## src/rtl/extint_pkg.sv

```systemverilog
package extint_pkg;

    localparam int NUM_CH      = 16;
    localparam int NUM_PORTS   = 6;
    localparam int PORT_W      = 16;
    localparam int PIN_W       = NUM_PORTS * PORT_W;
    localparam int SEL_W       = 3;
    localparam int FIELD_W     = 4;
    localparam int DATA_W      = 32;
    localparam int ADDR_W      = 12;
    localparam int CH_PER_WORD = DATA_W / FIELD_W;

    localparam logic [ADDR_W-1:0] A_SEL_LO = 12'h100;
    localparam logic [ADDR_W-1:0] A_SEL_HI = 12'h104;
    localparam logic [ADDR_W-1:0] A_RISE   = 12'h108;
    localparam logic [ADDR_W-1:0] A_FALL   = 12'h10C;
    localparam logic [ADDR_W-1:0] A_IEN    = 12'h110;
    localparam logic [ADDR_W-1:0] A_FLAG   = 12'h114;
    localparam logic [ADDR_W-1:0] A_CLR    = 12'h11C;

    typedef enum logic [2:0] {
        R_NONE, R_SEL_LO, R_SEL_HI, R_RISE, R_FALL, R_IEN, R_FLAG, R_CLR
    } reg_id_e;

    typedef logic [NUM_CH-1:0] ch_vec_t;
    typedef logic [SEL_W-1:0]  port_idx_t;

    typedef struct packed {
        logic rise;
        logic fall;
    } edge_en_t;

    function automatic reg_id_e decode_addr(logic [ADDR_W-1:0] a);
        case (a)
            A_SEL_LO: return R_SEL_LO;
            A_SEL_HI: return R_SEL_HI;
            A_RISE:   return R_RISE;
            A_FALL:   return R_FALL;
            A_IEN:    return R_IEN;
            A_FLAG:   return R_FLAG;
            A_CLR:    return R_CLR;
            default:  return R_NONE;
        endcase
    endfunction

    // Channel n belongs to the even group when n is even.
    function automatic ch_vec_t parity_mask(logic odd);
        ch_vec_t m;
        for (int i = 0; i < NUM_CH; i++) begin
            m[i] = ((i % 2) == 1) == odd;
        end
        return m;
    endfunction

    function automatic reg_id_e sel_reg_of(int ch);
        return (ch / CH_PER_WORD == 0) ? R_SEL_LO : R_SEL_HI;
    endfunction

endpackage

```

## src/rtl/extint_regs.sv

```systemverilog
module extint_regs
    import extint_pkg::*;
(
    input  logic                            clk,
    input  logic                            rst,
    input  logic                            bus_we,
    input  logic [ADDR_W-1:0]               bus_addr,
    input  logic [DATA_W-1:0]               bus_wdata,
    input  ch_vec_t                         flags_i,
    output logic [NUM_CH-1:0][SEL_W-1:0]    sel_q,
    output logic [NUM_CH-1:0]               sel_chg,
    output ch_vec_t                         rise_q,
    output ch_vec_t                         fall_q,
    output ch_vec_t                         ien_q,
    output ch_vec_t                         clr_mask,
    output logic [DATA_W-1:0]               bus_rdata
);

    reg_id_e rid;
    logic    unused_field_msbs;

    assign rid = decode_addr(bus_addr);
    assign unused_field_msbs = ^{bus_wdata[31], bus_wdata[27], bus_wdata[23], bus_wdata[19]};

    // Per-channel port index storage and change detection
    for (genvar n = 0; n < NUM_CH; n++) begin : g_sel
        localparam int SLOT = n % CH_PER_WORD;
        port_idx_t new_idx;
        logic      hit;

        assign new_idx    = bus_wdata[SLOT*FIELD_W +: SEL_W];
        assign hit        = bus_we && (rid == sel_reg_of(n));
        assign sel_chg[n] = hit && (new_idx != sel_q[n]);

        always_ff @(posedge clk) begin
            if (rst) begin
                sel_q[n] <= '0;
            end else if (hit) begin
                sel_q[n] <= new_idx;
            end
        end
    end

    // Edge and interrupt enables
    always_ff @(posedge clk) begin
        if (rst) begin
            rise_q <= '0;
            fall_q <= '0;
            ien_q  <= '0;
        end else if (bus_we) begin
            case (rid)
                R_RISE:  rise_q <= bus_wdata[NUM_CH-1:0];
                R_FALL:  fall_q <= bus_wdata[NUM_CH-1:0];
                R_IEN:   ien_q  <= bus_wdata[NUM_CH-1:0];
                default: ;
            endcase
        end
    end

    // Write-one-to-clear alias
    assign clr_mask = (bus_we && rid == R_CLR) ? bus_wdata[NUM_CH-1:0] : '0;

    // Read decode
    always_comb begin
        bus_rdata = '0;
        case (rid)
            R_SEL_LO: begin
                for (int k = 0; k < CH_PER_WORD; k++) begin
                    bus_rdata[k*FIELD_W +: SEL_W] = sel_q[k];
                end
            end
            R_SEL_HI: begin
                for (int k = 0; k < CH_PER_WORD; k++) begin
                    bus_rdata[k*FIELD_W +: SEL_W] = sel_q[k + CH_PER_WORD];
                end
            end
            R_RISE:  bus_rdata[NUM_CH-1:0] = rise_q;
            R_FALL:  bus_rdata[NUM_CH-1:0] = fall_q;
            R_IEN:   bus_rdata[NUM_CH-1:0] = ien_q;
            R_FLAG:  bus_rdata[NUM_CH-1:0] = flags_i;
            default: bus_rdata = '0;
        endcase
    end

endmodule

```

## src/rtl/extint_chan.sv

```systemverilog
module extint_chan
    import extint_pkg::*;
(
    input  logic                 clk,
    input  logic                 rst,
    input  logic [NUM_PORTS-1:0] col,
    input  port_idx_t            sel,
    input  logic                 sel_chg,
    input  edge_en_t             en,
    output logic                 evt
);

    logic lvl;
    logic prev_q;
    logic seen_q;

    // An index past the last port selects a constant low
    always_comb begin
        lvl = 1'b0;
        for (int p = 0; p < NUM_PORTS; p++) begin
            if (sel == port_idx_t'(p)) begin
                lvl = col[p];
            end
        end
    end

    // The first sample after reset or a port switch only primes the history
    always_ff @(posedge clk) begin
        if (rst) begin
            prev_q <= 1'b0;
            seen_q <= 1'b0;
        end else if (sel_chg) begin
            prev_q <= 1'b0;
            seen_q <= 1'b0;
        end else begin
            prev_q <= lvl;
            seen_q <= 1'b1;
        end
    end

    assign evt = seen_q && ((en.rise && lvl && !prev_q) ||
                            (en.fall && !lvl && prev_q));

endmodule

```

## src/rtl/extint_flags.sv

```systemverilog
module extint_flags
    import extint_pkg::*;
(
    input  logic    clk,
    input  logic    rst,
    input  ch_vec_t evt,
    input  ch_vec_t clr_mask,
    input  ch_vec_t ien,
    output ch_vec_t flags_q,
    output logic    irq_even,
    output logic    irq_odd
);

    localparam ch_vec_t EVEN_M = parity_mask(1'b0);
    localparam ch_vec_t ODD_M  = parity_mask(1'b1);

    ch_vec_t live;

    // Set has priority over clear
    always_ff @(posedge clk) begin
        if (rst) begin
            flags_q <= '0;
        end else begin
            flags_q <= (flags_q & ~clr_mask) | evt;
        end
    end

    assign live     = flags_q & ien;
    assign irq_even = |(live & EVEN_M);
    assign irq_odd  = |(live & ODD_M);

endmodule

```

## src/rtl/extint_router.sv

```systemverilog
module extint_router
    import extint_pkg::*;
(
    input  logic              clk,
    input  logic              rst,
    input  logic [PIN_W-1:0]  pin_lvl,
    input  logic              bus_we,
    input  logic [ADDR_W-1:0] bus_addr,
    input  logic [DATA_W-1:0] bus_wdata,
    output logic [DATA_W-1:0] bus_rdata,
    output logic              irq_even,
    output logic              irq_odd
);

    logic [NUM_CH-1:0][SEL_W-1:0]     sel_q;
    logic [NUM_CH-1:0]                sel_chg;
    ch_vec_t                          rise_q;
    ch_vec_t                          fall_q;
    ch_vec_t                          ien_q;
    ch_vec_t                          clr_mask;
    ch_vec_t                          flags_q;
    ch_vec_t                          evt_v;
    logic [NUM_CH-1:0][NUM_PORTS-1:0] col_v;

    extint_regs u_regs (
        .clk       (clk),
        .rst       (rst),
        .bus_we    (bus_we),
        .bus_addr  (bus_addr),
        .bus_wdata (bus_wdata),
        .flags_i   (flags_q),
        .sel_q     (sel_q),
        .sel_chg   (sel_chg),
        .rise_q    (rise_q),
        .fall_q    (fall_q),
        .ien_q     (ien_q),
        .clr_mask  (clr_mask),
        .bus_rdata (bus_rdata)
    );

    for (genvar n = 0; n < NUM_CH; n++) begin : g_ch
        edge_en_t en;

        for (genvar p = 0; p < NUM_PORTS; p++) begin : g_col
            assign col_v[n][p] = pin_lvl[p*PORT_W + n];
        end

        assign en.rise = rise_q[n];
        assign en.fall = fall_q[n];

        extint_chan u_chan (
            .clk     (clk),
            .rst     (rst),
            .col     (col_v[n]),
            .sel     (sel_q[n]),
            .sel_chg (sel_chg[n]),
            .en      (en),
            .evt     (evt_v[n])
        );
    end

    extint_flags u_flags (
        .clk      (clk),
        .rst      (rst),
        .evt      (evt_v),
        .clr_mask (clr_mask),
        .ien      (ien_q),
        .flags_q  (flags_q),
        .irq_even (irq_even),
        .irq_odd  (irq_odd)
    );

endmodule

```

## config.mk

```make
export PLATFORM = sky130hd
export DESIGN_NAME = extint_router
export DESIGN_NICKNAME = d
export VERILOG_FILES = /design/src/rtl/extint_pkg.sv /design/src/rtl/extint_regs.sv /design/src/rtl/extint_chan.sv /design/src/rtl/extint_flags.sv /design/src/rtl/extint_router.sv
export SDC_FILE = /design/constraint.sdc
export NUM_CORES = 1
export LEC_CHECK = 0
export BUFFER_PORTS_ARGS = -buffer_cell sky130_fd_sc_hd__buf_2
export CORE_MARGIN = 2
export CORE_UTILIZATION = 35
export CTS_CLUSTER_SIZE = 16
export DETAILED_ROUTE_END_ITERATION = 10
export PLACE_DENSITY = 0.67
export SLEW_MARGIN = 20
export SYNTH_ARGS = -nofsm -noshare
export SYNTH_HDL_FRONTEND = slang
export SYNTH_HIERARCHICAL = 1
export SYNTH_SLANG_ARGS = --single-unit
export TNS_END_PERCENT = 20
```

## constraint.sdc

```tcl
create_clock -name clk -period 4.4 [get_ports clk]
set_input_delay 0.88 -clock clk [delete_from_list [all_inputs] [get_ports clk]]
set_output_delay 0.88 -clock clk [all_outputs]
set_load 0.01 [all_outputs]
```

==> flow_summary.ini, run 1 <==
[drt]
vias = 7064
drc = 0
drt-total-wl_mm = 22.8
drt_iter0_drc = 544
routed_via_density = 5.16
first_pass_iters = 7
wire_per_inst_um = 16.6
ant_nets = 0

[setup_path]
critPathLaunchType = primary input
path_cells = buf_2, or4b_4, nor3_4, nand2_2, o21ai_2, buf_2
crit_top_cell = buf_2
cpMaxStageDelayCell = or4b_4
arrival_ns = 2.80
path_class = in2out
critPathMaxStageDelay_ns = 0.57
critPathMaxFanout = 23
worst_setup_path_end_kind = output pin
crit_required_ns = 3.52

[grt]
antenna_found_initial = 2
grt_pass1_wl_mm = 36.0
grt.total_usage = 0.191
grt_pass1_vias = 6791
use_met1 = 0.250
met2_usage = 0.313
grt_overflow = 0
grt.busiest_layer = met2
grt_max_degree = 83
met3_usage = 0.0367

[run]
maxCapViolCount = 0

[timing]
max_freq_mhz = 272
period_share = 0.836
setup_viol = 0
relSlewSlack = 0.289
post-route-min-period_ns = 3.68
drv_slew = 0
whs_ns = 0.470
hold_viol = 0
tightest_slew_ns = 1.07
rsz0062_at_grt = false
tns_ns = 0
finalClockSkew_ns = 0.00300

[die]
dieArea_sq_um = 23900
row_count = 55
start_util = 0.354
core_sq_um = 22400
die_w_um = 155
die_h_um = 155
ios = 177

[yosys]
synth_edf_count = 0
synth_top_area_share = 0.363
ys_seq_elements = 144
synth_cells = 932
synth_area_sq_um = 7950
synth_top_area_cell = dfxtp_1
synth_area_leaders = dfxtp_1, mux2i_1, nand2_1, xnor2_1, a21oi_1
seq_area_frac_synth = 0.363
synth_flop_cell = dfxtp_1
syn_area_per_cell_sq_um = 8.53
ys_warn_count = 6
ys_async_sr_fraction = 0
ys_types = 45

[power]
ir_drop_mv = 0.294
combPwrFrac = 0.069
switching_share = 0.211
pwr-share-seq = 0.415
clkPwrFrac = 0.516
cell_internal_pwr_w = 0.00252
cellPowerDensity_nw_per_um2 = 334
power_leakage_nw = 3.73
switchingPower_w = 0.000674

[clocking]
post_cts_buffers = 0
htree_levels = 4
cts-root-buf = clkbuf_16
cts_buffer_depth = 2
cts_num_sinks = 144
clk_pin_slew_ns = 0.06
cts_tree = yes
post_cts_resized = 0
clk_latency_ns = 0.42
cts_buffers = 17
cts_hold_buffers = 0

[min_path]
worst_hold_path_type = reg2reg

[placed_design]
dp_hpwl_mm = 15.9
gp_congestion = 0.788
placedInstanceArea_sq_um = 8890
port_buffers = 168

[finish]
final_area_sq_um = 9580
fin_nets = 1211
drive_gt1_frac = 0.216
area_growth_pct = 20.5

[run_status]
run_status = completed
-- layout by cell type, fill, tap and decap left out, types with 17 or more instances in the layout --
master     instances
buf_2            166
mux2i_1          150
dfxtp_1          144
nand2_1          140
a21oi_1           70
nor2_1            62
nor3_1            48
xnor2_1           48
nor3b_1           32
and2_1            20
nand2b_1          18
clkbuf_16         17
-- flip-flops by register name, summed over array words and instances, names as in the netlist --
signal and flops:
u_regs/ien_q 16, g_ch.u_chan/prev_q 16, u_regs/fall_q 16, u_flags/flags_q 16, u_regs/rise_q 16, g_ch.u_chan/seen_q 16, u_regs/sel_q 48
-- power groups by stage --
stage	clock network [W]	registers (W)	logic, W
after global placement	0	0.00135	0.000219
after global routing	0.00172	0.00133	0.000242
after floorplan	0	0.00135	0.000125
after CTS	0.00166	0.00133	0.000222
after detailed placement	0	0.00136	0.000222
final	0.00165	0.00133	0.000222
-- cell type report --
type	count	area [sq um]
clock inverters	10	205
multi-input cells	714	4680
repair buffers	175	911
well taps	285	357
diodes	2	5.00
fillers	2251	12900
flip-flops and latches	144	2880
inverters	16	60.1
clock buffers	22	474
-- critical path: cells and delay by family --
family / cells / cell delay (ns)
AO/OA/AOI/OAI: 1 / 0.38
AND/OR/NAND/NOR: 3 / 1.22
buffers and inverters: 2 / 0.30
-- layer usage --
layer  up-vias  share of wire
met1      3320           0.45
met3        34          0.055
li1       3508              -
met5         -              0
met4         0          0.025
met2       202           0.46
-- per-stage QoR --
step / instances / total power (W) / util / setup WS, ns
after floorplan: 935 / 0.00148 / - / 1.35
after global placement: 1334 / 0.00157 / 0.396 / 0.767
after detailed placement: 1334 / 0.00158 / 0.396 / 0.758
after CTS: 1366 / 0.00321 / 0.427 / 0.751
after global routing: 1366 / 0.00329 / 0.427 / 0.637
final: 1368 / 0.00320 / 0.427 / 0.722
-- synth_stat cells, types with 4 or more instances --
cell,instances
a21oi_1,70
a21oi_2,9
a22oi_1,8
a31oi_1,16
and2_1,20
buf_2,11
buf_4,11
buf_6,4
clkbuf_1,33
dfxtp_1,144
inv_1,16
mux2i_1,150
nand2_1,140
nand2b_1,18
nand3_1,16
nand3b_1,16
nand4_1,6
nor2_1,62
nor3_1,48
nor3b_1,32
o21ai_2,8
o22ai_1,15
xnor2_1,48
-- worst paths after layout --
check / startpoint / to / slack [ns] / depth (start not counted)
max reg2reg: u_regs/sel_q[6] / u_flags/flags_q[2] / 2.29 / 6
min reg2reg: u_regs/fall_q[6] / u_regs/fall_q[6] / 0.47 / 2
min: u_regs/fall_q[6] / u_regs/fall_q[6] / 0.47 / 2
max: bus_addr[1] / bus_rdata[4] / 0.72 / 6
-- cells by family after synthesis --
logic type,after synthesis,synth area share
muxes,150,0.189
other,1,0.000472
and+or+nand+nor,379,0.244
AOI/OAI and AO/OA,133,0.102
DFF,144,0.363
xor gates and xnor gates,48,0.0529
buffers and inverters,77,0.0493
No activity file was read; power rests on OpenSTA's default activity.
==> run 2: changes to the inputs <==
--- a/config.mk
+++ b/config.mk
@@ -10,7 +10,7 @@
 export CORE_UTILIZATION = 35
 export CTS_CLUSTER_SIZE = 16
 export DETAILED_ROUTE_END_ITERATION = 10
-export PLACE_DENSITY = 0.67
+export PLACE_DENSITY = 0.69
 export SLEW_MARGIN = 20
 export SYNTH_ARGS = -nofsm -noshare
 export SYNTH_HDL_FRONTEND = slang
==> constraint.sdc (replaced) <==
create_clock -name clk -period 2.95 [get_ports clk]
set_input_delay 0.59 -clock clk [delete_from_list [all_inputs] [get_ports clk]]
set_output_delay 0.59 -clock clk [all_outputs]
set_load 0.01 [all_outputs]
==> run 2 against run 1 <==
Die area stayed put. Largest cell class unchanged. Critical path depth is 1 higher. Clock power is 43% higher.
==> flow_summary.ini, run 2 (same netlist as run 1, synthesis figures left out) <==
[run_status]
run_status = completed

[run]
maxCapViolCount = 0

[grt]
grt_pass1_vias = 6841
grt_overflow = 0
grt_pass1_wl_mm = 36.0
grt_max_degree = 82
antenna_found_initial = 1
grt.total_usage = 0.190

[setup_path]
crit_buf_inv = 3
arrival_ns = 2.15
critPathLaunchType = primary input
critPathMaxFanout = 11
path_depth = 7
path_class = in2out
crit_family = simple AND/OR/NAND/NOR gates
crit_required_ns = 2.36
critPathMaxStageDelay_ns = 0.57
crit_top_cell = buf_2
cpMaxStageDelayCell = or4b_4
path_cells = buf_2, or4b_4, nor3_4, nand2_2, buf_4, o21ai_2, buf_2
worstRegToRegCells = 6
worst_setup_path_end_kind = output pin

[timing]
tns_ns = 0
whs_ns = 0.448
period_share = 0.930
max_freq_mhz = 364
hold_viol = 0
tightest_slew_ns = 0.818
post-route-min-period_ns = 2.74
setup_viol = 0
drv_slew = 0
finalClockSkew_ns = 0.00722
rsz0062_at_grt = false
relSlewSlack = 0.451

[drt]
drt_iter0_drc = 438
wire_per_inst_um = 16.3
ant_nets = 0
routed_via_density = 5.18
drc = 0
drt-met1-wl_mm = 10.3
vias = 7166
top_layer_used = met4
wl_met3_mm = 1.37
met2_wirelength_mm = 10.4
drt-total-wl_mm = 22.6
first_pass_iters = 5

[clocking]
post_cts_buffers = 0
cts_num_sinks = 144
cts_buffer_depth = 2
clk_latency_ns = 0.42
cts-root-buf = clkbuf_16
post_cts_resized = 0
cts_hold_buffers = 0
clk_pin_slew_ns = 0.05
cts_buffers = 17
htree_levels = 4
cts_tree = yes

[placed_design]
port_buffers = 168
dp_hpwl_mm = 16.3
gp_congestion = 0.826

[die]
row_count = 55
dieArea_sq_um = 23900
ios = 177
die_h_um = 155
core_sq_um = 22400
die_w_um = 155
start_util = 0.354

[power]
power_leakage_nw = 3.82
cellPowerDensity_nw_per_um2 = 482
ir_drop_mv = 0.452

[finish]
final_common_cell = buf_2
fin_nets = 1227
drive_gt1_frac = 0.228
finish.utilization = 0.432
n_fill_cell = 2203
top_register = u_regs/sel_q
area_growth_pct = 22.0
multi_input_area_sq_um = 4680
largest_reg_flops = 48
layout_common_cells = buf_2, mux2i_1, dfxtp_1, nand2_1, a21oi_1
register_area_sq_um = 2880

[min_path]
hold_depth = 3
worst_hold_path_type = in2reg
## run 2: cell types whose count changed in the layout (fill, tap and decap cells not counted), sizes merged
cell      change
clkinvlp      -2
buf          +16
clkinv        +4
diode         -1
bufinv        -1
clkbuf        -1
## run 2: final timing paths
kind | from | endpoint | slack (ns)
max | bus_addr[1] | bus_rdata[5] | 0.21
min | bus_wdata[11] | u_regs/fall_q[11] | 0.45
max reg2reg | u_regs/sel_q[21] | u_flags/flags_q[7] | 0.96
min reg2reg | u_regs/fall_q[2] | u_regs/fall_q[2] | 0.47
## run 2: layout make-up
type,count,share of cell area
Tap cell,285,0.0368
Clock inverter,11,0.0190
Timing Repair Buffer,191,0.109
Antenna cell,1,0.000258
Sequential cell,144,0.297
Clock buffer,21,0.0485
Multi-Input combinational cell,714,0.483
Inverter,16,0.00619
## run 2: through the flow
stage	std cells	setup slack, ns	power (W)	area [sq um]
after floorplan	935	0.481	0.00221	7960
after CTS	1382	0.217	0.00469	9690
after global placement	1350	0.220	0.00236	9040
final	1383	0.206	0.00468	9700
after detailed placement	1350	0.217	0.00236	9040
after global routing	1382	0.132	0.00482	9690
## run 2: per-layer routing
| metal | vias up | track usage |
|---|---|---|
| met2 | 231 | 0.313 |
| li1 | 3541 | - |
| met4 | 0 | 0.0626 |
| met3 | 32 | 0.0395 |
| met5 | - | 0 |
| met1 | 3362 | 0.249 |
## run 2: worst reg2reg max path, stage by stage (launching register included)
cell and delay (ns):
dfxtp_1 0.48, mux2i_1 0.23, nor3b_1 0.07, nor3_1 0.69
mux2i_1 0.29, inv_1 0.07, a21oi_2 0.10
## run 2: where the power goes
part	leakage (nW)	switching [W]	total [W]	internal [W]
sequential	1.17	0.0000104	0.00198	0.00197
clock	0.327	0.000795	0.00236	0.00156
combinational	2.32	0.000187	0.000340	0.000154
total	3.82	0.000992	0.00468	0.00368
==> run 3: changes to the inputs <==
--- a/config.mk
+++ b/config.mk
@@ -16,4 +16,3 @@
 export SYNTH_HDL_FRONTEND = slang
 export SYNTH_HIERARCHICAL = 1
 export SYNTH_SLANG_ARGS = --single-unit
-export TNS_END_PERCENT = 20
==> constraint.sdc (replaced) <==
create_clock -name clk -period 2.95 [get_ports clk]
set_input_delay 0.295 -clock clk [delete_from_list [all_inputs] [get_ports clk]]
set_output_delay 0.295 -clock clk [all_outputs]
set_load 0.01 [all_outputs]
==> run 3 against run 2 <==
Clock power decreased by 14%. Non-clock buffer count shrank 10. Global-route usage down 0.41 points. Wire length down 0.59%. Die area did not move. Clock skew down 0.0013 ns. Worst setup slack better by 0.29 ns. Total power fell by 6.9%. Combinational power decreased by 2%. First-iteration DRC count grew 31%. Critical path type unchanged.
==> flow_summary.ini, run 3 (same netlist as run 1, synthesis figures left out) <==
[run_status]
run_status = completed

[power]
pwr-share-seq = 0.455
switchingPower_w = 0.000973
power_leakage_nw = 3.71
switching_share = 0.224
ir_drop_mv = 0.418
cell_internal_pwr_w = 0.00338
clkPwrFrac = 0.469
combPwrFrac = 0.076
report.power.total_w = 0.00435
cellPowerDensity_nw_per_um2 = 458

[finish]
finish.utilization = 0.424
fin_nets = 1217
top_register = u_regs/sel_q
area_growth_pct = 19.6
drive_gt1_frac = 0.217
multi_input_area_sq_um = 4680
register_area_sq_um = 2880
final_common_cell = buf_2
layout_common_cells = buf_2, mux2i_1, dfxtp_1, nand2_1, a21oi_1
largest_reg_flops = 48
stdcell_count = 1372
n_fill_cell = 2212

[min_path]
worstHoldEndpoint = u_regs/fall_q[3]
hold_depth = 3
worst_hold_path_type = in2reg
hold_path_startpoint = bus_wdata[3]

[die]
die_w_um = 155
row_count = 55
start_util = 0.354
dieArea_sq_um = 23900
core_sq_um = 22400
ios = 177
die_h_um = 155

[setup_path]
critPathLaunchType = primary input
critPathMaxFanout = 23
critPathMaxStageDelay_ns = 0.58
reg2reg_from = u_regs/sel_q[9]
worst_setup_path_end_kind = output pin
path_cells = buf_2, or4b_4, nor3_4, nand2_2, o21ai_2, buf_2
crit_family = simple AND/OR/NAND/NOR gates
timing.rr.end = u_flags/flags_q[3]
regToRegSetupSlack_ns = 0.91
cpMaxStageDelayCell = or4b_4
crit_buf_inv = 2
arrival_ns = 2.16
crit_required_ns = 2.65
crit_top_cell = buf_2
worstRegToRegCells = 6
path_class = in2out

[timing]
tns_ns = 0
max_freq_mhz = 408
finalClockSkew_ns = 0.00595
period_share = 0.831
setup_viol = 0
drv_slew = 0
hold_viol = 0
whs_ns = 0.158
tightest_slew_ns = 0.784
relSlewSlack = 0.473
rsz0062_at_grt = false
post-route-min-period_ns = 2.45

[grt]
grt_pass1_wl_mm = 34.9
grt_pass1_vias = 6528
grt_max_degree = 145
grt.total_usage = 0.186
antenna_found_initial = 1
grt_overflow = 0

[clocking]
clk_pin_slew_ns = 0.05
htree_levels = 4
cts_buffer_depth = 2
cts_hold_buffers = 0
cts_buffers = 17
post_cts_resized = 0
clk_latency_ns = 0.42
cts_tree = yes
cts_num_sinks = 144
post_cts_buffers = 0
cts-root-buf = clkbuf_16

[drt]
routed_via_density = 5.18
first_pass_iters = 5
vias = 7103
drt_iter0_drc = 575
wire_per_inst_um = 16.4
ant_nets = 0
drc = 0
drt-total-wl_mm = 22.5

[placed_design]
port_buffers = 168
dp_hpwl_mm = 15.8
gp_congestion = 0.852
dpl.cell_count = 1340

[run]
maxCapViolCount = 0
## run 3: cell count changes in the layout (fill, tap and decap cells not counted), sizes merged
cell,change
clkinvlp,+1
buf,-10
clkbuf,+5
clkinv,-3
bufinv,-4
## run 3: worst min-delay path, cell delays in order
cell     delay, ns
buf_2         0.12
nand2_1       0.05
a21oi_1       0.05
## run 3: power by group through the flow
stage / registers [W] / clock network, W / logic, W
final: 0.00198 / 0.00204 / 0.000332
after global routing: 0.00198 / 0.00214 / 0.000363
after CTS: 0.00198 / 0.00207 / 0.000332
after detailed placement: 0.00202 / 0 / 0.000331
after global placement: 0.00202 / 0 / 0.000328
after floorplan: 0.00202 / 0 / 0.000186
## run 3: layout make-up
type,count,area share
multi-input combinational,714,0.493
sequential,144,0.303
timing repair buffer,181,0.101
clock buffer,26,0.0536
tap,285,0.0375
inverter,16,0.00632
clock inverter,5,0.00553
antenna,1,0.000263
## run 3: worst max-delay path by stage
stage | depth (start not counted) | startpoint | end
final | 6 | bus_addr[1] | bus_rdata[6]
after global routing | 6 | bus_addr[1] | bus_rdata[4]
after CTS | 6 | bus_addr[1] | bus_rdata[4]
after detailed placement | 6 | bus_addr[1] | bus_rdata[6]
after global placement | 6 | bus_addr[1] | bus_rdata[6]
after floorplan | 5 | bus_addr[1] | bus_rdata[16]
## run 3: metrics by stage
step	setup WS [ns]	cell area, sq um
floorplan	1.07	7960
finish	0.500	9500
global placement	0.502	8940
CTS	0.489	9500
detailed placement	0.488	8940
global route	0.422	9500
## run 3: routing by layer
layer	up-vias	part of all wire	track usage
li1	3521	-	-
met1	3344	0.46	0.249
met2	207	0.47	0.301
met3	31	0.057	0.0347
met4	0	0.021	0.0617
met5	-	0	0
